### src/rtl/irq_stat_pkg.sv
package irq_stat_pkg;
  localparam int unsigned REG_W    = 32;
  localparam int unsigned FLAG_W   = 17;
  localparam int unsigned ADDR_W   = 8;
  localparam logic [ADDR_W-1:0] REG_OFS = 8'h18;
  localparam int unsigned BIT_UNDERRUN = 0;
  localparam int unsigned BIT_OVERRUN  = 1;
  localparam int unsigned BIT_BUS_ERR  = 2;
endpackage

### src/rtl/irq_sticky_bank.sv
module irq_sticky_bank #(
  parameter int unsigned W = 17
) (
  input  logic         clk,
  input  logic         rst_n,
  input  logic [W-1:0] set_i,
  input  logic [W-1:0] clr_i,
  output logic [W-1:0] flag_o
);
  for (genvar i = 0; i < W; i++) begin : g_flag
    always_ff @(posedge clk or negedge rst_n) begin
      if (!rst_n)        flag_o[i] <= 1'b0;
      else if (set_i[i]) flag_o[i] <= 1'b1;
      else if (clr_i[i]) flag_o[i] <= 1'b0;
    end
  end

  // a set pulse always lands, even against a clear
  assert_set_wins_R4: assert property (@(posedge clk) disable iff (!rst_n)
    (|set_i) |=> ((flag_o & $past(set_i)) == $past(set_i)));
  // a flag only falls when a clear targeted it
  assert_hold_R2: assert property (@(posedge clk) disable iff (!rst_n)
    1'b1 |=> ((~flag_o & $past(flag_o) & ~$past(clr_i)) == '0));
endmodule

### src/rtl/irq_live_bank.sv
module irq_live_bank #(
  parameter int unsigned W = 15
) (
  input  logic         clk,
  input  logic         rst_n,
  input  logic [W-1:0] src_i,
  output logic [W-1:0] lvl_o
);
  always_ff @(posedge clk or negedge rst_n) begin
    if (!rst_n) lvl_o <= '0;
    else        lvl_o <= src_i;
  end
endmodule

### src/rtl/irq_combine.sv
module irq_combine #(
  parameter int unsigned W = 32
) (
  input  logic         clk,
  input  logic         rst_n,
  input  logic [W-1:0] stat_i,
  input  logic [W-1:0] mask_i,
  output logic         irq_o
);
  always_ff @(posedge clk or negedge rst_n) begin
    if (!rst_n) irq_o <= 1'b0;
    else        irq_o <= |(stat_i & mask_i);
  end

  assert_quiet_R7: assert property (@(posedge clk) disable iff (!rst_n)
    (stat_i == '0) |=> !irq_o);
  assert_masked_R7: assert property (@(posedge clk) disable iff (!rst_n)
    (mask_i == '0) |=> !irq_o);
endmodule

### src/rtl/irq_status_reg.sv
module irq_status_reg
  import irq_stat_pkg::*;
#(
  parameter int unsigned DW  = REG_W,
  parameter int unsigned FW  = FLAG_W,
  parameter int unsigned AW  = ADDR_W,
  parameter logic [AW-1:0] OFS = REG_OFS
) (
  input  logic          clk,
  input  logic          rst_n,
  input  logic [FW-1:0] flag_evt,
  input  logic [DW-FW-1:0] live_src,
  input  logic [AW-1:0] bus_addr,
  input  logic          bus_wr,
  input  logic          bus_rd,
  input  logic [DW-1:0] bus_wdata,
  output logic [DW-1:0] bus_rdata,
  input  logic [DW-1:0] irq_mask,
  output logic          irq_out
);
  localparam int unsigned LW = DW - FW;

  logic          hit;
  logic [FW-1:0] clr_vec;
  logic [FW-1:0] flag_q;
  logic [LW-1:0] live_q;
  logic [DW-1:0] stat;
  logic          unused_wdata_hi;

  assign hit             = (bus_addr == OFS);
  assign clr_vec         = (bus_wr && hit) ? bus_wdata[FW-1:0] : '0;
  assign unused_wdata_hi = ^bus_wdata[DW-1:FW];
  assign stat            = {live_q, flag_q};

  irq_sticky_bank #(.W(FW)) u_sticky (
    .clk(clk), .rst_n(rst_n), .set_i(flag_evt), .clr_i(clr_vec), .flag_o(flag_q)
  );

  irq_live_bank #(.W(LW)) u_live (
    .clk(clk), .rst_n(rst_n), .src_i(live_src), .lvl_o(live_q)
  );

  irq_combine #(.W(DW)) u_comb (
    .clk(clk), .rst_n(rst_n), .stat_i(stat), .mask_i(irq_mask), .irq_o(irq_out)
  );

  always_ff @(posedge clk or negedge rst_n) begin
    if (!rst_n)              bus_rdata <= '0;
    else if (bus_rd && hit)  bus_rdata <= stat;
    else                     bus_rdata <= '0;
  end

  assert_live_follow_R5: assert property (@(posedge clk) disable iff (!rst_n)
    1'b1 |=> (stat[DW-1:FW] == $past(live_src)));
  assert_rd_miss_R6: assert property (@(posedge clk) disable iff (!rst_n)
    !(bus_rd && hit) |=> (bus_rdata == '0));
  assert_foreign_wr_R3: assert property (@(posedge clk) disable iff (!rst_n)
    (!bus_wr && flag_evt == '0) |=> (flag_q == $past(flag_q)));
endmodule

### config.mk
export PLATFORM = sky130hd
export DESIGN_NAME = irq_status_reg
export DESIGN_NICKNAME = d
export VERILOG_FILES = /design/src/rtl/irq_stat_pkg.sv /design/src/rtl/irq_sticky_bank.sv /design/src/rtl/irq_live_bank.sv /design/src/rtl/irq_combine.sv /design/src/rtl/irq_status_reg.sv
export SDC_FILE = /design/constraint.sdc
export NUM_CORES = 1
export LEC_CHECK = 0
export ABC_AREA = 1
export CORE_MARGIN = 1.5
export CORE_UTILIZATION = 40
export DETAILED_ROUTE_END_ITERATION = 8
export GPL_ROUTABILITY_DRIVEN = 0
export PLACE_DENSITY = 0.85
export SLEW_MARGIN = 20
export SYNTH_ARGS = -nofsm -noshare
export SYNTH_HDL_FRONTEND = slang
export SYNTH_SLANG_ARGS = --single-unit
### constraint.sdc
create_clock -name clk -period 1.69 [get_ports clk]
set_input_delay 0.4225 -clock clk [delete_from_list [all_inputs] [get_ports clk]]
set_output_delay 0.4225 -clock clk [all_outputs]
set_load 0.05 [all_outputs]
# Word-level counts from Yosys, hierarchy flattened

Cells that the tools add are included.

Bitwise logic cells: 1
Reduce and logical (&&, ||, !) cells: 20
Mux-type cells: 36
Equality and inequality tests: 1

Operator list:

| operator             | number |
|---|---|
| $mux W1              | 34 |
| $reduce_bool A2 Y1   | 17 |
| $and A32 B32 Y32     | 1 |
| $mux W32             | 1 |
| $reduce_or A32 Y1    | 1 |
| $mux W17             | 1 |
| $eq A8 B5 Y1 const B | 1 |
| $logic_and A1 B1 Y1  | 2 |

Register bits after elaboration: 65

# Logic depth before layout (Yosys ltp)

Depth in word-level cells: 5
Gate-level depth with buffers: 7
Mapped depth without buffers: 6

# By module

A second synthesis with hierarchy kept.

Cells, all modules: 312
Area, all modules: 2772.7 µm²

Modules (own cells, without submodules):

| module          | area an instance (µm²) | times used | cells each |
|---|---|---|---|
| irq_status_reg  | 1455.1                 | 1          | 148 |
| irq_sticky_bank | 680.7                  | 1          | 85 |
| irq_live_bank   | 375.4                  | 1          | 15 |
| irq_combine     | 261.5                  | 1          | 64 |

# Least setup slack after synthesis

No wires, ideal clock.

Path kind: in2reg
From: input port bus_addr[2]
To: register u_sticky.flag_o[10]
Required time: 1574 ps
Stages: 7
Slack: 474 ps
Data arrival time: 1099 ps
Setup time: 116 ps
Cells stage by stage: inv_1 nand2_1 nor2_4 buf_4 nand4_1 nand2_1 nand2_1

Word-level cells in the longest chain between the ends: 4

Ends and longest elaborated chain:

| element                       | line                  | RTL |
|---|---|---|
| start, declared               | irq_status_reg.sv:13  | `input logic [AW-1:0] bus_addr,` |
| $eq A8 B5 Y1                  | irq_status_reg.sv:30  | `assign hit = (bus_addr == OFS);` |
| $logic_and A1 B1 Y1           | irq_status_reg.sv:31  | `assign clr_vec = (bus_wr && hit) ? bus_wdata[FW-1:0] : '0;` |
| $mux W17                      | irq_status_reg.sv:31  |  |
| $reduce_bool A2 Y1 (no line)  | n/a                   |  |
| end signal, assigned by index | irq_sticky_bank.sv:12 | `if (!rst_n) flag_o[i] <= 1'b0;` |
| end signal, assigned by index | irq_sticky_bank.sv:13 | `else if (set_i[i]) flag_o[i] <= 1'b1;` |
| end signal, assigned by index | irq_sticky_bank.sv:14 | `else if (clr_i[i]) flag_o[i] <= 1'b0;` |
| end, declared                 | irq_sticky_bank.sv:8  | `output logic [W-1:0] flag_o` |

Every way passes these cells.
A chain may end at the register's enable or synchronous reset.

# Worst setup path in the final report

From: input port bus_addr[2]
To: register bus_rdata[6]

Word-level cells in the longest chain between the ends: 3

Ends and longest elaborated chain:

| element              | line                 | RTL |
|---|---|---|
| $eq A8 B5 Y1         | irq_status_reg.sv:30 |  |
| $logic_and A1 B1 Y1  | irq_status_reg.sv:49 | `else if (bus_rd && hit) bus_rdata <= stat;` |
| $mux W32             | irq_status_reg.sv:49 |  |
| end signal, assigned | irq_status_reg.sv:49 |  |
| end, declared        | irq_status_reg.sv:17 | `output logic [DW-1:0] bus_rdata,` |

Every way passes these cells.

==> summary.md <==
| Metric | Value |
|---|---|
| Area of the core | `0.00603 mm²` |
| Synth cell types | `12` |
| ANT nets after route | `0` |
| Seq/Total Area, Yosys | `64.1%` |
| Row count | `28` |
| Crit end category | `register` |
| Vias in the first global route | `2221` |
| Reg2Reg Capture Point | `u_comb.irq_o$_DFF_PN0_` |
| Seq pwr share | `51.3%` |
| Die width | `between 80 and 90 µm` |
| Share of the synthesized area in the top cell type | `between 60% and 70%` |
| Tcrit/Tclk final | `~80%` |
| Status | `completed` |
| N_diodes | `0` |
| Clk Latency, worst-skew pair | `320 ps` |
| Placed Area | `a little under 0.004 mm²` |
| Worst R2R Start | `u_sticky.flag_o[16]$_DFFE_PN0P_` |
| Syn Inst Count | `between 200 and 300` |
| Die area | `~0.0068 mm²` |
| Maximum vdd drop | `0.000469 V` |
| Final hold violations | `0` |
| Root Buffer | `clkbuf_8` |
| Cells on worst reg2reg path | `6` |
| CP startpoint | `bus_addr[2]` |
| Max-cap violations | `0` |
| Htree depth | `3` |
| Pwr Total | `3.09 mW` |
| DRT Pass-1 Iters | `4` |
| Logic pwr share | `11.0%` |
| Skew final | `6.49 ps` |
| Endpoints failing setup | `0` |
| Critical Path AT | `between 1500 and 2000 ps` |
| P_leak | `2.27 nW` |
| Hold slack | `roughly 70 ps` |
| Unrepaired setup endpoints after global routing | `false` |
| Hold Buf Count CTS | `0` |
| Total negative slack | `0 ps` |
| Final layout net count | `526` |
| # DRC | `0` |
| Final setup margin | `333 ps` |
| Avg WL per Cell | `11.7 µm` |
| # resized after CTS | `0` |
| Ys Warns | `0` |
| Most area-consuming cells after synthesis | `dfrtp_1 64%, nand2_1 13%, inv_1 8.0%` |
| Worst reg-to-reg setup slack | `between 600 and 700 ps` |
| Routed via count | `approximately 2200` |
| CP Capture Point | `bus_rdata[6]$_DFF_PN0_` |
| Iter 0 DRT Violations | `40` |
| CTS buffer count | `9` |
| P_sw | `roughly 680 µW` |
| Gr usage total | `19.1%` |
| Sink Count | `65` |
| Final design instance area without fill | `0.00405 mm²` |
| Setup WS pre-CTS | `roughly 2.1 ps` |
| Initial antenna violation count | `0` |
| CTS tree | `yes` |
| First-pass GRT wire length | `9.53 mm` |
| Initial core utilization | `42.1%` |
| CP required | `1930 ps` |
| Synthesized Nets | `388` |
| Max_slew headroom | `65.8%` |
| Fin crit period | `1360 ps` |
| # Post-CTS Setup Buffers | `0` |
| Yosys reg bits | `65` |
| I/O pins | `approximately 140` |
| Grt ovf | `0` |
| Clk pwr share | `37.7%` |
| Highest Clock Rate | `approximately 0.74 GHz` |
| Layout overhead on the synthesized area | `59.6%` |
| Syn Area/Cell | `9.06 µm²` |
| Critical path class | `in -> reg` |
| PortBufs | `125` |
| Die height | `82.6 µm` |
| Largest area contributor in the netlist | `dfrtp_1` |
| Hpwl dp | `roughly 4.7 mm` |
| CTS Buffer Depth | `2` |
| Largest net degree at the start of global routing | `27` |
| Final slew viol count | `0` |
| Clock-pin slew on the worst setup and hold paths | `70 ps` |
| Maximum fanout along the worst path | `11` |
| Hold crit path type | `in -> async` |
| Synth Cell Area | `0.00254 mm²` |
| Worst Tran Pin Value | `between 500 and 600 ps` |
| Total power divided by cell area | `764 mW/mm²` |
| Total wire length | `approximately 5.8 mm` |
| Crit start category | `input pin` |
| Share of cells above drive strength 1 | `14.7%` |
| Sw Share | `22.1%` |
| Int Pwr | `2.41 mW` |
| Post-DR vias/cell | `4.34` |
## stage by stage
stage	utilization, %	std cells
CTS	67.2	498
finish	67.2	498
global route	67.2	498
detailed placement	64.2	482
floorplan	-	280
global placement	64.2	482
## synth_stat cells, drive strengths merged
library cell / n
buf: 7
dfrtp: 65
inv: 55
nand2: 91
nand3: 1
nand4: 17
nor2: 44
## critical path: stages
cell and delay [ps]:
clkdlybuf4s50_1 420, inv_1 60, nand2_1 80, nor2_4 190, nand3_4 100, buf_4 190, nor2_1 120
## cells in the final DEF (no fill, tap or decap), drive strengths merged
| cell type | synthesis | routed |
|---|---|---|
| clkbuf | 0 | 12 |
| nand3 | 1 | 1 |
| clkinvlp | 0 | 3 |
| nand4 | 17 | 17 |
| clkinv | 0 | 1 |
| inv | 55 | 55 |
| nand2 | 91 | 91 |
| nor2 | 44 | 44 |
| clkdlybuf4s50 | 0 | 91 |
| dfrtp | 65 | 65 |
| buf | 7 | 43 |
## final cells by class
cell class                 instances  area (µm²)
clock inverter                     4        27.5
fill                             493        1980
sequential                        65        1630
tap                               75        93.8
inverter                          55         206
timing repair buffer             134        1290
clock buffer                      12         155
multi-input combinational        153         646
## cell families (layout without fill, tap and decap cells)
family	count (synthesis)	count (layout)	synth area share (%)
buf+inv	62	205	10.4
flops	65	65	64.1
simple gates	153	153	25.5
## routing by layer
metal	track usage (%)	wire, µm	up-vias
met5	0	0	-
met4	7.83	42	0
met3	5.71	360	4
met2	35.6	3250	63
met1	19.6	2180	997
li1	-	-	1097
## power groups by stage
| stage | Sequential (mW) | Combinational (mW) | Clock (mW) |
|---|---|---|---|
| global placement | 1.61 | 0.339 | 0 |
| floorplan | 1.62 | 0.0671 | 0 |
| CTS | 1.59 | 0.346 | 1.20 |
| detailed placement | 1.62 | 0.345 | 0 |
| global route | 1.59 | 0.379 | 1.27 |
| finish | 1.59 | 0.341 | 1.17 |
## worst min-delay path by stage
stage                     start                               to  slack [ps]  cells after the start
after CTS                 rst_n  u_sticky.flag_o[11]$_DFFE_PN0P_          70                      1
after floorplan           rst_n           bus_rdata[0]$_DFF_PN0_         130                      0
after global routing      rst_n   u_sticky.flag_o[8]$_DFFE_PN0P_          80                      1
final                     rst_n   u_sticky.flag_o[8]$_DFFE_PN0P_          70                      1
after detailed placement  rst_n  u_sticky.flag_o[11]$_DFFE_PN0P_         420                      1
after global placement    rst_n  u_sticky.flag_o[11]$_DFFE_PN0P_         420                      1
## state kept, by name, indices dropped and copies added (netlist names)
signal	flops
u_comb.irq_o	1
u_sticky.flag_o	17
u_live.lvl_o	15
bus_rdata	32
Note: power is estimated with default switching activity, not from simulation.
